==> src/rtl/pix_swap_pkg.sv <==
package pix_swap_pkg;
  localparam int WORD_W = 32;
  localparam int BYTE_W = 8;
  localparam int NIB_W  = 4;
  localparam int FMT_W  = 3;
  localparam int R5_W   = 5;
  localparam int G6_W   = 6;

  typedef enum logic [FMT_W-1:0] {
    FMT_P4  = 3'd0,
    FMT_P8  = 3'd1,
    FMT_P16 = 3'd2,
    FMT_P24 = 3'd3,
    FMT_P32 = 3'd4
  } pix_fmt_e;

  function automatic logic fmt_is_direct(input logic [FMT_W-1:0] f);
    return (f == FMT_P16) || (f == FMT_P24) || (f == FMT_P32);
  endfunction

  function automatic logic [WORD_W-1:0] swap_565(input logic [WORD_W-1:0] w);
    logic [WORD_W-1:0] r;
    r = w;
    r[R5_W-1:0]                   = w[R5_W+G6_W+R5_W-1:R5_W+G6_W];
    r[R5_W+G6_W+R5_W-1:R5_W+G6_W] = w[R5_W-1:0];
    return r;
  endfunction

  function automatic logic [WORD_W-1:0] swap_888(input logic [WORD_W-1:0] w);
    logic [WORD_W-1:0] r;
    r = w;
    r[BYTE_W-1:0]          = w[3*BYTE_W-1:2*BYTE_W];
    r[3*BYTE_W-1:2*BYTE_W] = w[BYTE_W-1:0];
    return r;
  endfunction

  function automatic logic [NIB_W-1:0] pick_nib(input logic [BYTE_W-1:0] b,
                                               input logic hi);
    return hi ? b[BYTE_W-1:NIB_W] : b[NIB_W-1:0];
  endfunction

  function automatic logic [WORD_W-1:0] zext_nib(input logic [NIB_W-1:0] n);
    return {{(WORD_W-NIB_W){1'b0}}, n};
  endfunction
endpackage

==> src/rtl/pix_nib_split.sv <==
module pix_nib_split
  import pix_swap_pkg::*;
(
  input  logic [BYTE_W-1:0] byte_in,
  input  logic              low_first,
  output logic [NIB_W-1:0]  first_nib,
  output logic [NIB_W-1:0]  second_nib
);
  always_comb begin
    first_nib  = pick_nib(byte_in, !low_first);
    second_nib = pick_nib(byte_in,  low_first);
  end
endmodule

==> src/rtl/pix_rb_xchg.sv <==
module pix_rb_xchg
  import pix_swap_pkg::*;
(
  input  logic [WORD_W-1:0] word_in,
  input  logic [FMT_W-1:0]  fmt,
  input  logic              enable,
  output logic [WORD_W-1:0] word_out,
  output logic              exchanged
);
  always_comb begin
    word_out  = word_in;
    exchanged = 1'b0;
    if (enable && fmt_is_direct(fmt)) begin
      exchanged = 1'b1;
      if (fmt == FMT_P16) word_out = swap_565(word_in);
      else                word_out = swap_888(word_in);
    end
  end
endmodule

==> src/rtl/pix_beat_seq.sv <==
module pix_beat_seq
  import pix_swap_pkg::*;
(
  input  logic              clk,
  input  logic              rst_n,
  input  logic              accept,
  input  logic              split,
  input  logic [NIB_W-1:0]  first_nib,
  input  logic [NIB_W-1:0]  second_nib,
  input  logic [WORD_W-1:0] direct_word,
  output logic              pending,
  output logic              out_valid,
  output logic [WORD_W-1:0] out_data
);
  logic [NIB_W-1:0] held_nib;

  always_ff @(posedge clk or negedge rst_n) begin
    if (!rst_n) begin
      pending   <= 1'b0;
      held_nib  <= '0;
      out_valid <= 1'b0;
      out_data  <= '0;
    end else if (accept) begin
      out_valid <= 1'b1;
      if (split) begin
        out_data <= zext_nib(first_nib);
        held_nib <= second_nib;
        pending  <= 1'b1;
      end else begin
        out_data <= direct_word;
      end
    end else if (pending) begin
      out_valid <= 1'b1;
      out_data  <= zext_nib(held_nib);
      pending   <= 1'b0;
    end else begin
      out_valid <= 1'b0;
    end
  end
endmodule

==> src/rtl/pix_swapper.sv <==
module pix_swapper
  import pix_swap_pkg::*;
(
  input  logic              clk,
  input  logic              rst_n,
  input  logic              in_valid,
  output logic              in_ready,
  input  logic [31:0]       in_data,
  input  logic [2:0]        fmt,
  input  logic              nib_swap,
  input  logic              rb_swap,
  input  logic              legacy_sel,
  output logic              out_valid,
  output logic [31:0]       out_data
);
  logic              accept;
  logic              split_go;
  logic              pending;
  logic              rb_active;
  logic [NIB_W-1:0]  first_nib;
  logic [NIB_W-1:0]  second_nib;
  logic [WORD_W-1:0] direct_word;

  assign in_ready  = !pending;
  assign accept    = in_valid && in_ready;
  assign split_go  = accept && (fmt == FMT_P4) && !legacy_sel;

  pix_nib_split u_split (
    .byte_in    (in_data[BYTE_W-1:0]),
    .low_first  (nib_swap),
    .first_nib  (first_nib),
    .second_nib (second_nib)
  );

  pix_rb_xchg u_xchg (
    .word_in   (in_data),
    .fmt       (fmt),
    .enable    (rb_swap && !legacy_sel),
    .word_out  (direct_word),
    .exchanged (rb_active)
  );

  pix_beat_seq u_seq (
    .clk         (clk),
    .rst_n       (rst_n),
    .accept      (accept),
    .split       (split_go),
    .first_nib   (first_nib),
    .second_nib  (second_nib),
    .direct_word (direct_word),
    .pending     (pending),
    .out_valid   (out_valid),
    .out_data    (out_data)
  );
endmodule

==> config.mk <==
export PLATFORM = sky130hd
export DESIGN_NAME = pix_swapper
export DESIGN_NICKNAME = d
export VERILOG_FILES = /design/src/rtl/pix_swap_pkg.sv /design/src/rtl/pix_nib_split.sv /design/src/rtl/pix_rb_xchg.sv /design/src/rtl/pix_beat_seq.sv /design/src/rtl/pix_swapper.sv
export SDC_FILE = /design/constraint.sdc
export NUM_CORES = 1
export LEC_CHECK = 0
export ABC_AREA = 1
export ABC_CLOCK_PERIOD_IN_PS = 1750
export BUFFER_PORTS_ARGS = -buffer_cell sky130_fd_sc_hd__buf_2
export CAP_MARGIN = 20
export CORE_UTILIZATION = 48
export CTS_CLUSTER_DIAMETER = 80
export CTS_CLUSTER_SIZE = 16
export DETAILED_ROUTE_END_ITERATION = 6
export PLACE_DENSITY_LB_ADDON = 0.05
export SETUP_SLACK_MARGIN = 0.5
export SYNTH_ARGS = -nofsm -noshare
export SYNTH_HDL_FRONTEND = slang
export SYNTH_SLANG_ARGS = --single-unit
==> constraint.sdc <==
create_clock -name clk -period 1.75 [get_ports clk]
set_clock_uncertainty 0.2 [all_clocks]
set_input_delay 0.35 -clock clk [delete_from_list [all_inputs] [get_ports clk]]
set_output_delay 0.35 -clock clk [all_outputs]
set_load 0.02 [all_outputs]
==> metrics.txt <==
status finished clean; final hold violations 0; Synth Cell Area 1940 um2; net switching fraction of the power 30.5%; Peak supply drop 585 uV; Max Buffers Root-to-Sink 2; M1 GR Usage 31.3%; met3 Track Usage GR 6.25%; Max-slew headroom 73.2%; # rows 22; Synth top area share 49.1%; worst skew pair latency 0.29 ns; Distinct cells, synth 22; Final Instance Area 3070 um2; Worst Setup End Kind flop; unrepaired setup endpoints after global routing yes; gr busiest metal met2; Pint 0.00166 W; max cap viols 0; HPWL after DPL 3490 um; antenna fix cells 0; gpl congestion 0.890; Die Y 65.5 um; critical path class reg2reg; final count of pins violating max slew 0; cts bufs inserted 5; clock slew at reported path FFs 0.07 ns; Total GRT Usage 25.1%; post-synthesis mux area share 0%; Post-Syn Area per Cell 7.71 um2; Hold WC Path Type in2reg; Crit Path Max Fanout 7; Synth Area in XOR/XNOR 0%; IO Pins 75; CP arrival 1.50 ns; Post-DP Area 2390 um2; ANT nets after route 0; first-pass GRT wire length 8010 um; layout cells sized above 1 41.1%; DR iter-0 viols 135; endpoints failing setup 0; post-synthesis compound-gate area fraction 14.5%; WL/cell 14.3 um; Synth Area in Adders 0%; vias per std cell 5.25; Gate Count Post-Synth 251; PwrDens 778 nW/um2; number of buffers added on ports 74; setup total negative slack 0 ns; Worst-Margin Slew 0.401 ns; drt total wl 5750 um; Lkg Pwr 1.63 nW; die width 65.5 um; CP Launch Type flop; Core Region 3770 um2; die footprint 4290 um2; vias 2116; CTS tree built; cell accounting for the most synthesized area dfrtp_1; Initial Util 51.3%; total congestion overflow 0; Pre-antenna DRT Iters 4; fill count 239; initial antenna violation count 0; Max Freq 677 MHz; combinational family with the most area after synthesis simple AND/OR/NAND/NOR gates; Worst Path Required 1.77 ns; sw power 0.000729 W; H-tree depth 2; Syn. warnings 0; clock sink count 38; syn nets 292; met2 usage 42.7%; area grow syn2layout 58.5%; pre-CTS setup slack 0.0956 ns; period utilisation layout 84.4%; ranking of synthesized cells by area dfrtp_1, nand2_1, inv_1; Yosys reg bits 38; Clock Tree Root clkbuf_8; Final WS setup 0.274 ns; DRC Markers 0; nets 397; sequential fraction of the synthesis area 49.1%; largest net degree at the start of global routing 29; sequential share of power 43.9%; Comb pwr share 31.6%; vias in the first global route 1793; clock share of power 24.5%; Final Critical Period 1.48 ns; simple-gate share of the synthesized area 26.4%
[repair_timing]
| item | CTS | global route |
|---|---|---|
| buffers inserted | 15 | 11 |
| pin swaps | 1 | 11 |
| cloned | 3 | 1 |
| hold buffers | 1 | 0 |
| setup endpoints to repair | 70 | 70 |
| hold endpoints to repair | 15 | 0 |
| resized for setup | 74 | 28 |
[layer usage]
| metal | wire length (um) | share of wire (%) |
|---|---|---|
| met1 | 2320 | 40 |
| met2 | 2870 | 50 |
| met3 | 449 | 7.8 |
| met4 | 107 | 1.9 |
| met5 | 0 | 0 |
[final timing paths]
kind | start | to | slack (ns) | depth (start not counted)
setup / recovery | u_seq.pending$_DFFE_PN0P_ | u_seq.out_data[0]$_DFFE_PN0P_ | 0.27 | 6
hold / removal | in_data[29] | u_seq.out_data[29]$_DFFE_PN0P_ | 0.08 | 2
setup reg to reg | u_seq.pending$_DFFE_PN0P_ | u_seq.out_data[0]$_DFFE_PN0P_ | 0.27 | 6
hold reg to reg | u_seq.out_data[5]$_DFFE_PN0P_ | u_seq.out_data[5]$_DFFE_PN0P_ | 0.30 | 2
max in group asynchronous | rst_n | u_seq.out_data[5]$_DFFE_PN0P_ | 0.58 | 3
min in group asynchronous | rst_n | u_seq.out_data[0]$_DFFE_PN0P_ | 0.32 | 2
[critical path, stage by stage (launching register included)]
cell and delay (ns):
dfrtp_1 0.39, inv_2 0.11, nand2_4 0.07, buf_12 0.13, nor2_4 0.20, a21oi_1 0.16
a21oi_2 0.16
[layout make-up]
| cell class | count | area, um2 | area share (%) |
|---|---|---|---|
| Tap cell | 48 | 60.1 | 1.96 |
| Timing Repair Buffer | 105 | 895 | 29.2 |
| Clock buffer | 6 | 82.6 | 2.69 |
| Sequential cell | 38 | 951 | 31.0 |
| Inverter | 35 | 148 | 4.81 |
| Multi-Input combinational cell | 170 | 925 | 30.1 |
| Timing Repair inverter | 1 | 7.51 | 0.245 |
[cell usage after synthesis, drive strengths merged]
cell and n:
o21ai 23, a21oi 8, nor2 16, clkbuf 3, a22o 11, nand3 17
dfrtp 38, nand2 85, nand4 4, inv 34, clkinv 1, o211ai 4
buf 7
[power by group through the flow]
stage	logic, W	registers (W)	clock network (W)
global placement	0.000511	0.00104	0
detailed placement	0.000515	0.00104	0
floorplan	0.000209	0.00115	0
finish	0.000754	0.00105	0.000585
global route	0.000809	0.00106	0.000635
CTS	0.000680	0.00105	0.000592
[flip-flops by register name (all words and copies together), names as in the netlist]
name	cells
u_seq.pending	1
u_seq.out_valid	1
u_seq.held_nib	4
u_seq.out_data	32
[cells in the final DEF, fill, tap and decap left out]
cell | netlist | layout
o21ai_1 | 6 | 9
buf_16 | 0 | 1
clkbuf_8 | 0 | 6
nor2_4 | 0 | 5
inv_1 | 30 | 26
a22o_1 | 11 | 11
nand3_4 | 0 | 1
buf_4 | 2 | 24
clkinv_4 | 0 | 1
nand4_1 | 4 | 4
a21oi_2 | 0 | 5
dfrtp_1 | 38 | 38
a21oi_1 | 8 | 3
o21ai_2 | 0 | 1
inv_4 | 1 | 3
clkbuf_4 | 0 | 1
nand3_2 | 1 | 4
o211ai_1 | 4 | 4
clkinvlp_4 | 0 | 2
inv_2 | 3 | 4
nor2_1 | 14 | 11
nor2_2 | 2 | 2
buf_12 | 0 | 4
o21ai_0 | 17 | 13
buf_2 | 4 | 39
nand2_4 | 1 | 3
buf_6 | 1 | 35
dlygate4sd3_1 | 0 | 1
nand2_8 | 0 | 1
nand2_2 | 2 | 4
nand3_1 | 16 | 12
nand2_1 | 82 | 77
[stage by stage]
stage / cells / hold WS, ns / util [%] / total power, W
global route: 403 / 0.0816 / 81.4 / 0.00250
detailed placement: 366 / 0.0956 / 63.5 / 0.00156
global placement: 366 / 0.0935 / 63.5 / 0.00155
finish: 403 / 0.0821 / 81.4 / 0.00239
floorplan: 251 / -0.146 / - / 0.00135
CTS: 391 / 0.0787 / 76.2 / 0.00232
[cells by family (layout without fill, tap and decap cells)]
logic type,Yosys count,count (layout)
AOI/OAI and AO/OA,46,46
buffers and inverters,45,147
DFF,38,38
and+or+nand+nor,122,124
No activity file was read; power rests on OpenSTA's default activity.
